**config.mk**
```make
export PLATFORM = sky130hd
export DESIGN_NAME = evl_encoder
export DESIGN_NICKNAME = d
export VERILOG_FILES = /design/src/rtl/evl_pkg.sv /design/src/rtl/evl_req_capture.sv /design/src/rtl/evl_prio_pick.sv /design/src/rtl/evl_serializer.sv /design/src/rtl/evl_pend_count.sv /design/src/rtl/evl_encoder.sv
export SDC_FILE = /design/constraint.sdc
export NUM_CORES = 2
export LEC_CHECK = 0
export BUFFER_PORTS_ARGS = -buffer_cell sky130_fd_sc_hd__clkbuf_2
export CAP_MARGIN = 10
export CORE_MARGIN = 8
export CORE_UTILIZATION = 55
export CTS_CLUSTER_SIZE = 40
export DETAILED_ROUTE_END_ITERATION = 8
export GPL_TIMING_DRIVEN = 0
export PLACE_DENSITY = 0.83
export RECOVER_POWER = 50
export REMOVE_ABC_BUFFERS = 1
export SLEW_MARGIN = 5
export SYNTH_ARGS = -nofsm -noshare
export SYNTH_HDL_FRONTEND = slang
export SYNTH_SLANG_ARGS = --single-unit
```
**constraint.sdc**
```tcl
create_clock -name clk -period 6.9 [get_ports clk]
set_input_delay 1.38 -clock clk [delete_from_list [all_inputs] [get_ports clk]]
set_output_delay 1.38 -clock clk [all_outputs]
set_load 0.05 [all_outputs]
```
**src/rtl/evl_pkg.sv**
```systemverilog
package evl_pkg;
  typedef enum logic [0:0] {
    SER_IDLE = 1'b0,
    SER_SEND = 1'b1
  } ser_state_e;

  // start + stop + parity around the code bits
  localparam int FRAME_OVERHEAD = 3;
endpackage

```
**src/rtl/evl_req_capture.sv**
```systemverilog
module evl_req_capture #(
  parameter int N = 256
) (
  input  logic         clk,
  input  logic         rst_n,
  input  logic [N-1:0] req_i,
  input  logic [N-1:0] sw_set_i,
  input  logic [N-1:0] clr_i,
  output logic [N-1:0] pend_o
);
  logic [N-1:0] sync1_q, sync2_q, prev_q, pend_q;
  logic [N-1:0] rise, pend_d;

  // rising edge of the synchronised line
  assign rise = sync2_q & ~prev_q;

  // a set in the same cycle as the clear wins, so the code is queued again
  always_comb begin
    pend_d = (pend_q & ~clr_i) | rise | sw_set_i;
  end

  always_ff @(posedge clk or negedge rst_n) begin
    if (!rst_n) begin
      sync1_q <= '0;
      sync2_q <= '0;
      prev_q  <= '0;
      pend_q  <= '0;
    end else begin
      sync1_q <= req_i;
      sync2_q <= sync1_q;
      prev_q  <= sync2_q;
      pend_q  <= pend_d;
    end
  end

  assign pend_o = pend_q;
endmodule

```
**src/rtl/evl_prio_pick.sv**
```systemverilog
module evl_prio_pick #(
  parameter int N    = 256,
  parameter int BANK = 16,
  localparam int NB     = N / BANK,
  localparam int LINE_W = $clog2(BANK),
  localparam int BANK_W = $clog2(NB),
  localparam int CODE_W = $clog2(N)
) (
  input  logic [N-1:0]      pend_i,
  output logic              valid_o,
  output logic [CODE_W-1:0] code_o
);
  logic [NB-1:0]        bank_any;
  logic [NB*LINE_W-1:0] bank_lines;

  genvar b;
  generate
    for (b = 0; b < NB; b++) begin : g_bank
      logic [BANK-1:0]   slice;
      logic [LINE_W-1:0] first_line;

      assign slice = pend_i[b*BANK +: BANK];
      assign bank_any[b] = |slice;

      // lowest set line inside this bank
      always_comb begin
        first_line = '0;
        for (int i = BANK - 1; i >= 0; i--) begin
          if (slice[i]) first_line = LINE_W'(i);
        end
      end

      assign bank_lines[b*LINE_W +: LINE_W] = first_line;
    end
  endgenerate

  logic [BANK_W-1:0] sel_bank;

  // lowest bank that holds any pending line
  always_comb begin
    sel_bank = '0;
    for (int k = NB - 1; k >= 0; k--) begin
      if (bank_any[k]) sel_bank = BANK_W'(k);
    end
  end

  assign valid_o = |bank_any;
  assign code_o  = {sel_bank, bank_lines[sel_bank*LINE_W +: LINE_W]};
endmodule

```
**src/rtl/evl_serializer.sv**
```systemverilog
module evl_serializer
  import evl_pkg::*;
#(
  parameter int CODE_W  = 8,
  parameter int BIT_DIV = 10,
  localparam int FRAME_BITS = CODE_W + FRAME_OVERHEAD,
  localparam int DIV_W      = $clog2(BIT_DIV),
  localparam int BITN_W     = $clog2(FRAME_BITS)
) (
  input  logic              clk,
  input  logic              rst_n,
  input  logic              start_i,
  input  logic [CODE_W-1:0] code_i,
  output logic              link_o,
  output logic              busy_o
);
  ser_state_e              state_q, state_d;
  logic [FRAME_BITS-1:0]   frame_q, frame_d;
  logic [DIV_W-1:0]        div_q, div_d;
  logic [BITN_W-1:0]       bitn_q, bitn_d;
  logic                    frame_en, cnt_en;
  logic                    div_end, last_bit;

  assign div_end  = (div_q == DIV_W'(BIT_DIV - 1));
  assign last_bit = (bitn_q == BITN_W'(FRAME_BITS - 1));

  always_comb begin
    state_d  = state_q;
    frame_d  = frame_q;
    div_d    = div_q;
    bitn_d   = bitn_q;
    frame_en = 1'b0;
    cnt_en   = 1'b0;
    case (state_q)
      SER_IDLE: begin
        if (start_i) begin
          state_d  = SER_SEND;
          // start, code MSB first, odd parity, stop
          frame_d  = {1'b0, code_i, ~^code_i, 1'b1};
          div_d    = '0;
          bitn_d   = '0;
          frame_en = 1'b1;
          cnt_en   = 1'b1;
        end
      end
      SER_SEND: begin
        cnt_en = 1'b1;
        if (div_end) begin
          div_d = '0;
          if (last_bit) begin
            state_d = SER_IDLE;
          end else begin
            frame_d  = {frame_q[FRAME_BITS-2:0], 1'b1};
            frame_en = 1'b1;
            bitn_d   = bitn_q + 1'b1;
          end
        end else begin
          div_d = div_q + 1'b1;
        end
      end
      default: state_d = SER_IDLE;
    endcase
  end

  always_ff @(posedge clk or negedge rst_n) begin
    if (!rst_n) begin
      state_q <= SER_IDLE;
      frame_q <= '1;
      div_q   <= '0;
      bitn_q  <= '0;
    end else begin
      state_q <= state_d;
      if (frame_en) frame_q <= frame_d;
      if (cnt_en) begin
        div_q  <= div_d;
        bitn_q <= bitn_d;
      end
    end
  end

  assign busy_o = (state_q == SER_SEND);
  assign link_o = busy_o ? frame_q[FRAME_BITS-1] : 1'b1;
endmodule

```
**src/rtl/evl_pend_count.sv**
```systemverilog
module evl_pend_count #(
  parameter int N = 256,
  localparam int CNT_W = $clog2(N + 1)
) (
  input  logic             clk,
  input  logic             rst_n,
  input  logic [N-1:0]     pend_i,
  output logic [CNT_W-1:0] cnt_o
);
  logic [CNT_W-1:0] cnt_d, cnt_q;

  always_comb begin
    cnt_d = '0;
    for (int i = 0; i < N; i++) begin
      cnt_d = cnt_d + CNT_W'(pend_i[i]);
    end
  end

  always_ff @(posedge clk or negedge rst_n) begin
    if (!rst_n) cnt_q <= '0;
    else        cnt_q <= cnt_d;
  end

  assign cnt_o = cnt_q;
endmodule

```
**src/rtl/evl_encoder.sv**
```systemverilog
module evl_encoder #(
  parameter int NUM_EVT = 256,
  parameter int BANK    = 16,
  parameter int BIT_DIV = 10,
  localparam int CODE_W = $clog2(NUM_EVT),
  localparam int CNT_W  = $clog2(NUM_EVT + 1)
) (
  input  logic               clk,
  input  logic               rst_n,
  input  logic [NUM_EVT-1:0] req_i,
  input  logic               sw_valid_i,
  input  logic [CODE_W-1:0]  sw_code_i,
  output logic               link_o,
  output logic               busy_o,
  output logic [CNT_W-1:0]   pend_cnt_o
);
  logic [NUM_EVT-1:0] sw_set, clr_vec, pend;
  logic               pick_valid, launch, ser_busy;
  logic [CODE_W-1:0]  pick_code;

  // software code decoded onto the same pending bits as the lines
  always_comb begin
    for (int i = 0; i < NUM_EVT; i++) begin
      sw_set[i]  = sw_valid_i && (sw_code_i == CODE_W'(i));
      clr_vec[i] = launch && (pick_code == CODE_W'(i));
    end
  end

  // start a slot only while the link is idle; no preemption
  assign launch = pick_valid && !ser_busy;

  evl_req_capture #(.N(NUM_EVT)) u_capture (
    .clk      (clk),
    .rst_n    (rst_n),
    .req_i    (req_i),
    .sw_set_i (sw_set),
    .clr_i    (clr_vec),
    .pend_o   (pend)
  );

  evl_prio_pick #(.N(NUM_EVT), .BANK(BANK)) u_pick (
    .pend_i  (pend),
    .valid_o (pick_valid),
    .code_o  (pick_code)
  );

  evl_serializer #(.CODE_W(CODE_W), .BIT_DIV(BIT_DIV)) u_ser (
    .clk     (clk),
    .rst_n   (rst_n),
    .start_i (launch),
    .code_i  (pick_code),
    .link_o  (link_o),
    .busy_o  (ser_busy)
  );

  evl_pend_count #(.N(NUM_EVT)) u_count (
    .clk    (clk),
    .rst_n  (rst_n),
    .pend_i (pend),
    .cnt_o  (pend_cnt_o)
  );

  assign busy_o = ser_busy;
endmodule

```
### After elaboration in Yosys (flattened, before gate mapping)

Cells that the tools add are included.

| cells by class | value |
|---|---|
| add/sub/neg operators | 257 |
| eq/ne operators | 515 |
| shifts and indexed selects | 1 |
| muxes and demuxes | 290 |
| bitwise operators | 7 |
| reductions and logical operators | 537 |

Operators by type and width:

| operator | count |
|---|---|
| $add 9x1->9 | 254 |
| $eq 8x8->1 const B | 256 |
| $mux 4 | 276 |
| $eq 8x7->1 const B | 128 |
| $logic_and 1x1->1 | 513 |
| $and 256x256->256 | 2 |
| $eq 8x6->1 const B | 64 |
| $not 256->256 | 2 |
| $or 256x256->256 | 2 |
| $eq 8x5->1 const B | 32 |
| $reduce_or 16->1 | 16 |
| $reduce_or 256->1 | 1 |
| $eq 8x4->1 const B | 16 |
| $eq 8x3->1 const B | 8 |
| $shiftx 64x7->4 | 1 |
| $mux 11 | 3 |
| $eq 8x2->1 const B | 4 |
| $pmux 11 s2 | 1 |
| $eq 8x1->1 const B | 2 |
| $logic_not 8->1 | 2 |
| $pmux 4 s2 | 2 |
| $add 4x1->4 const B | 2 |
| $eq 4x4->1 const B | 2 |
| $reduce_and 4->1 | 2 |
| other kinds (8) | 16 |

| storage, ports and cells | value |
|---|---|
| bits in registers | 1053 |
| output and inout bits | 11 |
| word-level logic and storage cells | 1616 |

### Logic depth before layout (Yosys ltp)

| depth | value |
|---|---|
| depth in word-level cells | 255 |
| gate-level depth with buffers | 28 |
| depth with buffers taken out | 28 |

### Modules after synthesis

A second synthesis with hierarchy kept.

| unflattened totals | value |
|---|---|
| cells, all modules | 3968 |
| area total of the unflattened synthesis | 46226.8 um2 |

Modules (own cells, without submodules):

| module | times used | cells an instance | area each (um2) | sequential area each (um2) |
|---|---|---|---|---|
| evl_req_capture | 1 | 1792 | 30108.9 | 25624.6 |
| evl_pend_count | 1 | 735 | 7303.3 | 225.2 |
| evl_encoder | 1 | 755 | 4428.0 | 0.0 |
| evl_prio_pick | 1 | 570 | 3260.6 | 0.0 |
| evl_serializer | 1 | 116 | 1126.1 | 488.0 |

### Worst setup path before layout

OpenSTA, ideal clock, no wires.

| timing path | value |
|---|---|
| path type | register -> register |
| start | register u_capture.pend_q[228] (netlist: u_capture.pend_o[228]) |
| end | register u_count.cnt_q[8] (netlist: u_count.cnt_o[8]) |
| library setup time | 0.118 ns |
| arrival time | 7.475 ns |
| setup slack | -0.693 ns |
| stages on the path, launching flop included | 28 |
| buffers on the path | 0 |
| cell sequence | dfrtp_1 fa_1 inv_1 fa_1 inv_1 fa_1 inv_1 fa_1 fa_1 fa_1 fa_1 inv_1 fa_1 inv_1 fa_1 fa_1 fa_1 inv_1 fa_1 inv_1 fa_1 inv_1 a21oi_1 o21ai_0 a21oi_1 o21bai_1 a21o_1 a21o_1 |

| between the ends | value |
|---|---|
| longest elaborated chain between the ends | 28 |

Ends and longest elaborated chain:

| what | line | RTL |
|---|---|---|
| from (decl) | evl_req_capture.sv:11 | `logic [N-1:0] sync1_q, sync2_q, prev_q, pend_q;` |
| from (signal assigned) | evl_req_capture.sv:32 | `pend_q <= pend_d;` |
| $add 9x1->9 (28 in series) | evl_pend_count.sv:15 | `cnt_d = cnt_d + CNT_W'(pend_i[i]);` |
| named net u_count.cnt_d[8] | evl_pend_count.sv:10 | `logic [CNT_W-1:0] cnt_d, cnt_q;` |
| to (signal assigned) | evl_pend_count.sv:21 | `else cnt_q <= cnt_d;` |
| to (decl) | evl_pend_count.sv:10 |  |

The timed path passes the listed nets, and every way through them passes these cells.
A chain may end at the register's enable or synchronous reset.

### Worst setup path in the final report

| timing path | value |
|---|---|
| start | register u_capture.pend_q[0] (netlist: u_capture.pend_o[0]) |
| end | register u_count.cnt_q[8] (netlist: u_count.cnt_o[8]) |

| between the ends | value |
|---|---|
| longest elaborated chain between the ends | 255 |

Ends and longest elaborated chain:

| what | line |
|---|---|
| $add 1x1->2 | evl_pend_count.sv:15 |
| $add 9x1->9 (254 in series) | evl_pend_count.sv:15 |
| named net u_count.cnt_d[8] | evl_pend_count.sv:10 |

The timed path passes the listed nets, and every way through them passes these cells.

==> impl_metrics.env <==
export IMPL_hold_viol=0
export IMPL_synth_edff_count=0
export IMPL_synth_cell_types=82
export IMPL_fillers=5510
export IMPL_yosysTopAreaCellShare=0.607
export IMPL_worst_endpoint_arrival_ns=8.71
export IMPL_rows=102
export IMPL_port_buffers=277
export IMPL_syn_area_sq_mm=0.0429
export IMPL_routed_via_density=6.23
export IMPL_finalWorstSetupSlack_ns=-1.27
export IMPL_place_congestion=1.04
export IMPL_setup_viol=9
export IMPL_cp_buffers_inverters=5
export IMPL_min_path_cells=0
export IMPL_ant_nets=0
export IMPL_endpoint_kind="register"
export IMPL_reg2regPathDepth=25
export IMPL_clk_pin_slew_ns=0.06
export IMPL_slew_violations=244
export IMPL_synth_seq_area_share=0.613
export IMPL_dp_cells=4601
export IMPL_instances_no_fill=4823
export IMPL_hold_path_class="reg -> reg"
export IMPL_cp_slowest_stage_delay_ns=0.66
export IMPL_numCtsBuffers=99
export IMPL_clockBufferDepth=3
export IMPL_cp_common_cell="fa_1"
export IMPL_syn_avg_cell_area_sq_um=12.8
export IMPL_rrSetupSlack_ns=-1.27
export IMPL_die_x_um=295
export IMPL_grt_overflow_total=0
export IMPL_grt_pass1_wl_mm=205
export IMPL_fin_skew_ns=0.0343
export IMPL_drcViolationCount=0
export IMPL_power_density_mw_per_mm2=250
export IMPL_postSynthRegisterBits=1052
export IMPL_core_area_sq_mm=0.0773
export IMPL_nets=4256
export IMPL_wl_per_cell_um=29.2
export IMPL_ff_latch_area_sq_mm=0.0264
export IMPL_netlist_top_cells_area="dfrtp_1 (61%), fa_1 (11%), inv_1 (5.8%)"
export IMPL_finalCritPeriodShare=1.18
export IMPL_first_pass_iters=6
export IMPL_syn2layout_area_growth_pct=15.1
export IMPL_critPathTopFamily="adder cells"
export IMPL_cts_tree="done"
export IMPL_die_h_um=295
export IMPL_clk_latency_ns=0.69
export IMPL_cap_violations=3
export IMPL_multi_input_area_sq_mm=0.0139
export IMPL_pre_cts_slack_ns=-1.70
export IMPL_yosysTopAreaCell="dfrtp_1"
export IMPL_boundaryPins=278
export IMPL_drt_iter0_markers=3668
export IMPL_ir_drop_mv=0.277
export IMPL_cts_root_buf="clkbuf_16"
export IMPL_timing_hold_ws_ns=0.339
export IMPL_drive_above_1_share=0.163
export IMPL_crit_slowest_cell="fa_2"
export IMPL_synth_ff_type="dfrtp_1"
export IMPL_cts_hold_repair_buffers=0
export IMPL_vias=30026
export IMPL_routed_wl_mm=141
export IMPL_failed_checks="max-capacitance violations, max-slew violations, negative setup slack"
export IMPL_floorplan_die_area_sq_mm=0.0873
export IMPL_cp_required_ns=7.44
export IMPL_synth_warnings=0
export IMPL_start_kind="register"
export IMPL_initial_core_util=0.555
export IMPL_syn_inst=3354
export IMPL_grt_usage=0.324
export IMPL_rsz0062_at_grt="true"
export IMPL_antenna_found_initial=11
export IMPL_cts_max_level=3
export IMPL_fmax_mhz=122
export IMPL_place_hpwl_mm=98.6
export IMPL_grt_max_degree=120
export IMPL_async_flop_share=1.00
export IMPL_critPathKind="reg -> reg"
export IMPL_final_min_clock_period_ns=8.17
export IMPL_crit_cells=25
export IMPL_cts_sinks=1052
export IMPL_worstMarginPinSlew_ns=3.00
export IMPL_grt_pass1_vias=31534
export IMPL_relSlewSlack=-1.00
export IMPL_p_leak_nw=22.5
export IMPL_outcome="complete, but fails checks"
export IMPL_cp_max_fo=2
-- final timing paths --
| check | startpoint | to |
|---|---|---|
| worst max-delay path | u_capture.pend_o[0] | u_count.cnt_o[8] |
| worst min-delay path | u_capture.sync1_q[64] | u_capture.sync2_q[64] |
| worst max register to register | u_capture.pend_o[0] | u_count.cnt_o[8] |
| worst min register to register | u_capture.sync1_q[64] | u_capture.sync2_q[64] |
| max in group asynchronous | rst_n | u_capture.sync1_q[91] |
| min in group asynchronous | rst_n | u_capture.sync2_q[9] |
-- repair_timing --
action,in CTS,in global routing
endpoints found under the setup margin,9,9
setup buffers,11,12
pin swaps,25,27
resized for setup,44,23
-- cells by family after synthesis --
kind of cell	after synthesis	synth area share
compound gates	783	0.124
xor+xnor	11	0.00224
fa+ha+maj	303	0.131
buf+inv	756	0.0679
flops	1052	0.613
mux	9	0.00213
simple gates	440	0.0595
-- flip-flops by register name (all words and copies together), names as in the netlist --
name and flops:
u_capture.pend_o 256, u_ser.frame_q 10, u_ser.busy_o 1, u_capture.prev_q 256, u_ser.div_q 4, u_count.cnt_o 9
u_ser.bitn_q 4, u_capture.sync2_q 256, u_capture.sync1_q 256
-- cells in the final DEF, fill, tap and decap left out, types with 22 or more instances in the layout --
cell type     n
nand4_1      28
nor4_2       25
o21ai_0     298
nor2_1      100
dfrtp_1    1020
fa_1        229
clkbuf_16    99
inv_1       649
clkbuf_1     49
dfrtp_2      22
o21ai_1      25
clkinv_2     25
a21oi_1      63
nand2_1     102
nand3_1      40
o221ai_1    258
a211oi_1     26
ha_1         60
clkbuf_2    245
nor4_1       32
-- layout make-up --
class | instances | share of cell area
multi-input combinational | 1546 | 0.281
timing repair buffer | 324 | 0.0404
clock inverter | 54 | 0.0123
tap | 1040 | 0.0263
clock buffer | 131 | 0.0558
inverter | 663 | 0.0504
sequential | 1052 | 0.533
antenna | 13 | 0.000658
-- stage by stage --
step           power (mW)   util  area, sq um  TNS [ns]
6_report             12.4  0.639        49400     -7.90
5_1_grt              12.7  0.639        49400   -177.51
4_1_cts              12.4  0.637        49300     -7.60
3_5_place_dp         6.92  0.591        45700    -10.37
3_3_place_gp         6.89  0.584        45200         -
2_1_floorplan        6.61      -        42500     -2.37
-- metal layers --
layer,vias up,part of all wire,track usage
met3,593,0.11,0.0917
met5,-,0.00033,0
li1,11988,-,-
met4,6,0.072,0.187
met2,2206,0.46,0.503
met1,15233,0.36,0.410
-- report_power, final --
group	total (mW)	switching [mW]	leakage [nW]	internal (mW)
clock	5.56	2.47	1.65	3.09
sequential	6.52	0.121	11.5	6.40
combinational	0.298	0.219	9.30	0.0793
-- synthesized netlist by cell type, types with 32 or more instances --
cell,count
fa_1,242
dfrtp_1,1042
o21ai_0,300
nor4_1,32
ha_1,61
o221ai_1,258
nor2_1,100
nand3_1,49
clkbuf_1,61
nand2_1,102
inv_1,661
a21oi_1,68
Power figures use the tool's default switching activity.
